**src/rtl/pix_vmac3.sv**
```systemverilog
module pix_vmac3 #(
  parameter int PIX_W   = 8,
  parameter int COEF_W  = 12,
  parameter int OFF_W   = 16,
  parameter int SHIFT_W = 4,
  parameter int LANES   = 3,
  parameter int TAPS    = 3,
  parameter int ACC_W   = 32,
  parameter int ADDR_W  = 4,
  parameter int DATA_W  = 16
) (
  input  logic                    clk,
  input  logic                    rst_n,
  input  logic                    cfg_we,
  input  logic [ADDR_W-1:0]       cfg_addr,
  input  logic [DATA_W-1:0]       cfg_wdata,
  input  logic                    acc_clr,
  input  logic                    in_valid,
  output logic                    in_ready,
  input  logic [TAPS*PIX_W-1:0]   in_pix,
  input  logic                    in_last,
  output logic                    out_valid,
  input  logic                    out_ready,
  output logic [LANES*PIX_W-1:0]  out_pix
);

  localparam int PROD_W    = PIX_W + 1 + COEF_W;
  localparam int SUM_W     = PROD_W + $clog2(TAPS);
  localparam int NCOEF     = LANES * TAPS;
  localparam int OFF_BASE  = NCOEF;
  localparam int CTRL_ADDR = NCOEF + LANES;
  localparam int MODE_BIT  = SHIFT_W;
  localparam logic signed [ACC_W-1:0] PIX_MAX = ACC_W'((1 << PIX_W) - 1);

  logic signed [COEF_W-1:0] coef_q [NCOEF];
  logic signed [OFF_W-1:0]  offs_q [LANES];
  logic [SHIFT_W-1:0]       shift_q;
  logic                     acc_mode;

  always_ff @(posedge clk or negedge rst_n) begin
    if (!rst_n) begin
      for (int i = 0; i < NCOEF; i++) coef_q[i] <= '0;
      for (int i = 0; i < LANES; i++) offs_q[i] <= '0;
      shift_q  <= '0;
      acc_mode <= 1'b0;
    end else if (cfg_we) begin
      for (int i = 0; i < NCOEF; i++)
        if (cfg_addr == ADDR_W'(i)) coef_q[i] <= cfg_wdata[COEF_W-1:0];
      for (int i = 0; i < LANES; i++)
        if (cfg_addr == ADDR_W'(OFF_BASE + i)) offs_q[i] <= cfg_wdata[OFF_W-1:0];
      if (cfg_addr == ADDR_W'(CTRL_ADDR)) begin
        shift_q  <= cfg_wdata[SHIFT_W-1:0];
        acc_mode <= cfg_wdata[MODE_BIT];
      end
    end
  end

  logic adv, v1, l1, v2, l2, emit;
  assign adv      = out_ready || !out_valid;
  assign in_ready = adv;
  assign emit     = v2 && (!acc_mode || l2);

  always_ff @(posedge clk or negedge rst_n) begin
    if (!rst_n) begin
      v1 <= 1'b0; l1 <= 1'b0; v2 <= 1'b0; l2 <= 1'b0; out_valid <= 1'b0;
    end else if (adv) begin
      v1        <= in_valid;
      l1        <= in_last;
      v2        <= v1;
      l2        <= l1;
      out_valid <= emit;
    end
  end

  for (genvar l = 0; l < LANES; l++) begin : g_lane
    logic signed [PROD_W-1:0] op_pix  [TAPS];
    logic signed [PROD_W-1:0] op_coef [TAPS];
    logic signed [PROD_W-1:0] prod_q  [TAPS];
    logic signed [SUM_W-1:0]  sum_c, sum_q;
    logic signed [ACC_W-1:0]  acc_q, sum_x, off_x, pre, rnd, scl;
    logic [PIX_W-1:0]         res_c, res_q;

    for (genvar t = 0; t < TAPS; t++) begin : g_tap
      assign op_pix[t]  = PROD_W'($signed({1'b0, in_pix[t*PIX_W +: PIX_W]}));
      assign op_coef[t] = PROD_W'(coef_q[l*TAPS + t]);
      always_ff @(posedge clk or negedge rst_n) begin
        if (!rst_n)   prod_q[t] <= '0;
        else if (adv) prod_q[t] <= op_pix[t] * op_coef[t];
      end
    end

    always_comb begin
      sum_c = '0;
      for (int t = 0; t < TAPS; t++) sum_c = sum_c + SUM_W'(prod_q[t]);
    end

    assign sum_x = ACC_W'(sum_q);
    assign off_x = ACC_W'(offs_q[l]);
    assign pre   = acc_mode ? acc_q + sum_x : sum_x + off_x;
    assign rnd   = pre + ((ACC_W'(1) << shift_q) >> 1);
    assign scl   = rnd >>> shift_q;
    assign res_c = (scl < 0) ? '0 : (scl > PIX_MAX) ? '1 : scl[PIX_W-1:0];

    always_ff @(posedge clk or negedge rst_n) begin
      if (!rst_n) begin
        sum_q <= '0;
        acc_q <= '0;
        res_q <= '0;
      end else begin
        if (adv) sum_q <= sum_c;
        if (acc_clr)                       acc_q <= '0;
        else if (adv && v2 && acc_mode)    acc_q <= l2 ? '0 : pre;
        if (adv && emit) res_q <= res_c;
      end
    end

    assign out_pix[l*PIX_W +: PIX_W] = res_q;
  end

endmodule

```
**config.mk**
```make
export PLATFORM = sky130hd
export DESIGN_NAME = pix_vmac3
export DESIGN_NICKNAME = d
export VERILOG_FILES = /design/src/rtl/pix_vmac3.sv
export SDC_FILE = /design/constraint.sdc
export NUM_CORES = 2
export LEC_CHECK = 0
export ABC_AREA = 1
export BUFFER_PORTS_ARGS = -buffer_cell sky130_fd_sc_hd__buf_2
export CORE_UTILIZATION = 50
export DETAILED_ROUTE_END_ITERATION = 8
export GPL_ROUTABILITY_DRIVEN = 0
export PLACE_DENSITY = 0.67
export SYNTH_ARGS = -nofsm -noshare
export SYNTH_HDL_FRONTEND = slang
export SYNTH_SLANG_ARGS = --single-unit
```
**constraint.sdc**
```tcl
create_clock -name clk -period 6.4 [get_ports clk]
set_input_delay 1.28 -clock clk [delete_from_list [all_inputs] [get_ports clk]]
set_output_delay 1.28 -clock clk [all_outputs]
set_load 0.02 [all_outputs]
```
Word-level counts from Yosys, hierarchy flattened
Cells that the tools add are included.

storage, ports and cells
  register bits = 544
  latch bits = 0
  bits in writable memories = 0
  memory bits (read-only) = 0
  input port bits = 51
  memories kept = 0

operators by class
  $add $sub $neg = 15
  multipliers = 9
  divide/modulo/power cells = 0
  magnitude comparators = 6
  equal/unequal tests = 12
  shift operators = 4
  muxes and demuxes = 18
  bitwise logic cells = 0
  reduce and logical (&&, ||, !) cells = 23

operator list
  kind                    count
  $mux W32                12
  $mul A9 B12 Y21         9
  $add A32 B23 Y32        3
  $add A32 B32 Y32        3
  $gt A32 B9 Y1 const B   3
  $lt A32 B1 Y1 const B   3
  $sshr A32 B4 Y32        3
  $add A23 B16 Y24        3
  $add A22 B21 Y23        3
  $add A21 B21 Y22        3
  $mux W8                 6
  $shl A1 B4 Y32 const A  1
  $reduce_and A2 Y1       13
  $eq A4 B4 Y1 const B    5
  $eq A4 B3 Y1 const B    4
  $eq A4 B2 Y1 const B    2
  $eq A4 B1 Y1 const B    1
  $logic_and A1 B1 Y1     4
  $logic_not A4 Y1        1
  $logic_not A1 Y1        2
  $logic_or A1 B1 Y1      2
  $reduce_bool A2 Y1      1

Depth between registers and ports, before layout
  word-level depth = 7
  mapped depth = 38

Worst setup path before layout
Ideal clock, no wire load.

  path kind = input-to-reg
  start = in in_pix[0]
  end = reg g_lane[0].prod_q[62] (netlist bit)
  setup time = 0.133 ns
  arrival time = 6.311 ns
  setup slack = -0.044 ns
  cell stages on the path = 28
  cells stage by stage = clkbuf_1 > clkbuf_1 > nand2_1 > fa_1 > fa_1 > fa_1 > fa_1 > inv_1 > ha_1 > nand2_1 > nor2_1 > a211oi_1 > o21ai_0 > inv_1 > o21ai_0 > and2_1 > nor2_1 > o21ai_0 > inv_1 > o21ai_0 > inv_1 > o21ai_0 > inv_1 > nor2_1 > o21ai_0 > nand2_1 > xor2_1 > o21ai_0

between the ends
  longest elaborated chain between the ends = 1

RTL lines
  element                          line  source
  from (decl)                      20    input logic [TAPS*PIX_W-1:0] in_pix,
  $mul A9 B12 Y21                  88    else if (adv) prod_q[t] <= op_pix[t] * op_coef[t];
  to (signal, indexed assignment)  88
  to (decl)                        78    logic signed [PROD_W-1:0] prod_q [TAPS];

No other way between the ends.
A chain may end at the register's enable or synchronous reset.

Worst setup path after layout
  start = in in_pix[0]
  end = reg g_lane[1].prod_q[62] (netlist bit)

between the ends
  longest elaborated chain between the ends = 1

RTL lines
  element                          line
  $mul A9 B12 Y21                  88
  to (signal, indexed assignment)  88
  to (decl)                        78

No other way between the ends.

==> run summary <==
================================================================================
Status                                                                 completed
Vias in the first global route                                             63011
Number of inserted filler cells in the final layout                        13773
Max Root-Sink Buffers                                                          3
Routed wire length                                                     207000 um
Reg-to-reg setup timing slack                                            0.84 ns
Actual transition at the worst max-transition pin                        1.21 ns
DRC marker count from the first detailed-route iteration                    5029
Via density                                                                 5.33
Share of async-settable or async-resettable flops after synthesis           1.00
Die width                                                                 384 um
Critical path class                                                 input port to flip-flop
Worst-case clock skew                                                  0.0320 ns
Antenna Nets Post-Route                                                        0
Summed instance area of the synthesized netlist                      0.0731 mm^2
Total of warnings raised by yosys                                              0
First-pass GRT wire length                                             336000 um
Largest net degree at the start of global routing                            159
Crit path launch type                                                 input port
TritonCTS clock tree                                                       built
Synth cell types                                                              62
Max transition margin                                                      0.193
Vert. Die Dim                                                             384 um
Cell count of the worst reg-to-reg path                                       29
Sink Count                                                                   544
Total setup buffers inserted after CTS                                         0
Growth of design area from synthesis to finish                             7.28%
Commonest cells after routing, fill and taps aside                  2714 x nand2_1, 2002 x inv_1, 777 x fa_1
CTS root buf                                                           clkbuf_16
Worst Path Arrival                                                       6.57 ns
GR Util All Layers                                                         0.287
TritonCTS buffer count                                                        73
Core Box Area                                                         0.144 mm^2
Grt ovf                                                                        0
Number of vias in the routed layout                                        64131
Number of levels in the clock H-tree                                           3
Mean area per synthesized cell                                         7.21 um^2
Dominant cells by area after synthesis                              fa_1 21%, dfrtp_1 19%, nand2_1 14%, ha_1 11%, inv_1 10%
Area share of the largest cell type after synthesis                        0.213
Final-stage net count                                                      11545
Shortest clock period the worst path allows after layout                 5.98 ns
Most common cell after layout, fill and taps aside                       nand2_1
Critical Path Start                                                    in_pix[0]
Share of layout cells above drive strength 1                              0.0576
Total count of hold-check failures in the final report                         0
Syn_nets                                                                   11610
Critical Path RT                                                         6.99 ns
Max-cap violations                                                             0
First-pass iteration count of the detailed router                              8
Finish-stage setup viols                                                       0
Worst flop-to-flop path endpoint                                    g_lane[0].prod_q[41]
Seq/Total Area, Yosys                                                      0.186
Setup repair after global routing missed its margin                        false
Achievable frequency                                                   0.167 GHz
Count of flip-flops with a built-in enable after synthesis                     0
Routed length per placed instance                                        17.2 um
Hold-fix buffer count after cts                                                0
Cells after Synth                                                          10134
HP Class                                                            flip-flop to flip-flop
Count of boundary I/O pins                                                    77
Endpoint type of the worst setup path                                  flip-flop
Total Die Area                                                        0.148 mm^2
Initial standard-cell utilization of the core                              0.506
Worst Slack Setup Final                                                 0.421 ns
Clock-pin transition on the worst setup and hold timing paths            0.06 ns
Clock latency at the later pin of the worst-skew pair                    0.69 ns
Total count of max-transition violations in the final report                   0
Number of gates given a new drive strength after cts                           0
Main flop type after synthesis                                           dfrtp_1
Port Buffer Count                                                             76
Remaining routing DRC violations                                               0
Num rows                                                                     139
Largest fanout of any net on the critical path                                12
Number of antenna violations at the first check in global routing             10
Hpwl dp                                                                164000 um
Critical path destination                                           g_lane[1].prod_q[62]
Part of the cycle the worst path needs                                     0.934
Startpoint of the worst register-to-register path                     coef_q[91]
Count of state elements after synthesis                                      544
Placement Setup Slack                                                  -0.186 ns
Cell type contributing the most total cell area after synthesis             fa_1
================================================================================
## Yosys cell counts, types with 10 or more instances
library cell     n
a211oi_1        12
a21boi_0        11
a21o_1          20
a21oi_1        577
a22o_1          12
a22oi_1         11
a31oi_1         18
a32o_1          38
and2_1          10
buf_1           22
buf_2           13
clkbuf_1       360
dfrtp_1        544
fa_1           777
ha_1           648
inv_1         2017
inv_2           17
mux2_2          12
nand2_1       2715
nand2_2         52
nand3_1        563
nand3_2         11
nand3b_1        17
nand4_1         70
nor2_1         557
nor2_2          14
nor3_1          38
o21a_1          12
o21ai_0        573
o21ai_1         26
o21bai_1        37
o31ai_1         22
or2_2           32
xnor2_1         93
xor2_1          98
## kinds of logic (layout without fill, tap and decap cells)
family	count (synthesis)	after routing	synth area share
adders and majority gates	1425	1425	0.324
buffers and inverters	2438	2431	0.126
xor gates and xnor gates	191	191	0.0229
DFF	544	544	0.186
AOI/OAI and AO/OA	1403	1403	0.106
other	0	6	0
muxes	16	16	0.00240
and+or+nand+nor	4117	4117	0.233
## worst min-delay path by stage
stage | depth (start not counted) | startpoint | end | slack, ns
2_1_floorplan | 2 | l1 | l2 | 0.44
3_3_place_gp | 2 | g_lane[2].res_q[2] | g_lane[2].res_q[2] | 0.46
3_5_place_dp | 2 | g_lane[1].res_q[7] | g_lane[1].res_q[7] | 0.46
4_1_cts | 2 | l1 | l2 | 0.47
5_1_grt | 2 | l1 | l2 | 0.49
6_report | 2 | l1 | l2 | 0.47
## sequential cells by signal (all words and copies together) (netlist names)
signal         cells
g_lane.off_x      48
l1                 1
shift_q            4
l2                 1
g_lane.res_q      24
g_lane.sum_q      69
g_lane.prod_q    189
v2                 1
v1                 1
acc_mode           1
out_valid          1
coef_q           108
g_lane.acc_q      96
## metal layers
metal / global-route usage / share of wire / up-vias
li1: - / - / 31204
met3: 0.0366 / 0.071 / 387
met2: 0.460 / 0.45 / 2017
met4: 0.117 / 0.046 / 4
met5: 0 / 0.000072 / -
met1: 0.392 / 0.43 / 30519
## critical path, stage by stage
cell	delay, ns
buf_2	0.27
buf_4	0.22
buf_4	0.20
nand2_1	0.11
fa_1	0.61
fa_1	0.45
fa_1	0.50
fa_1	0.49
inv_1	0.04
ha_1	0.28
inv_1	0.04
o31ai_1	0.29
nand3_1	0.11
nand2_1	0.11
a21oi_1	0.07
o21bai_1	0.20
nand2_1	0.08
nand2_1	0.06
a21oi_1	0.08
o21ai_0	0.25
a21oi_1	0.11
o21bai_1	0.19
nand2_1	0.07
a21oi_1	0.13
nor2_1	0.07
xor2_1	0.13
o21ai_0	0.13
## final cells by class
class | instances | area (um^2) | share of cell area
repair buffers | 261 | 1980 | 0.0253
well taps | 1903 | 2380 | 0.0304
inverters | 2037 | 7650 | 0.0976
clock inverters | 38 | 392 | 0.00500
diodes | 6 | 15.0 | 0.000192
multi-input cells | 7152 | 50300 | 0.642
flip-flops and latches | 544 | 13600 | 0.174
clock buffers | 95 | 2060 | 0.0263
## through the flow
step	TNS (ns)	cells	hold WS [ns]	cell area, um^2	util
5_1_grt	0	12030	0.493	78400	0.543
6_report	0	12036	0.467	78400	0.543
3_5_place_dp	-0.660	11897	0.461	75900	0.526
3_3_place_gp	-0.130	11897	0.456	75900	0.526
4_1_cts	0	12030	0.469	78400	0.543
2_1_floorplan	-0.00402	10134	0.442	73100	-
Power is left out: the tool's default activity adds up to more than one toggle a clock period on the data nets, which glitch-free logic cannot reach.
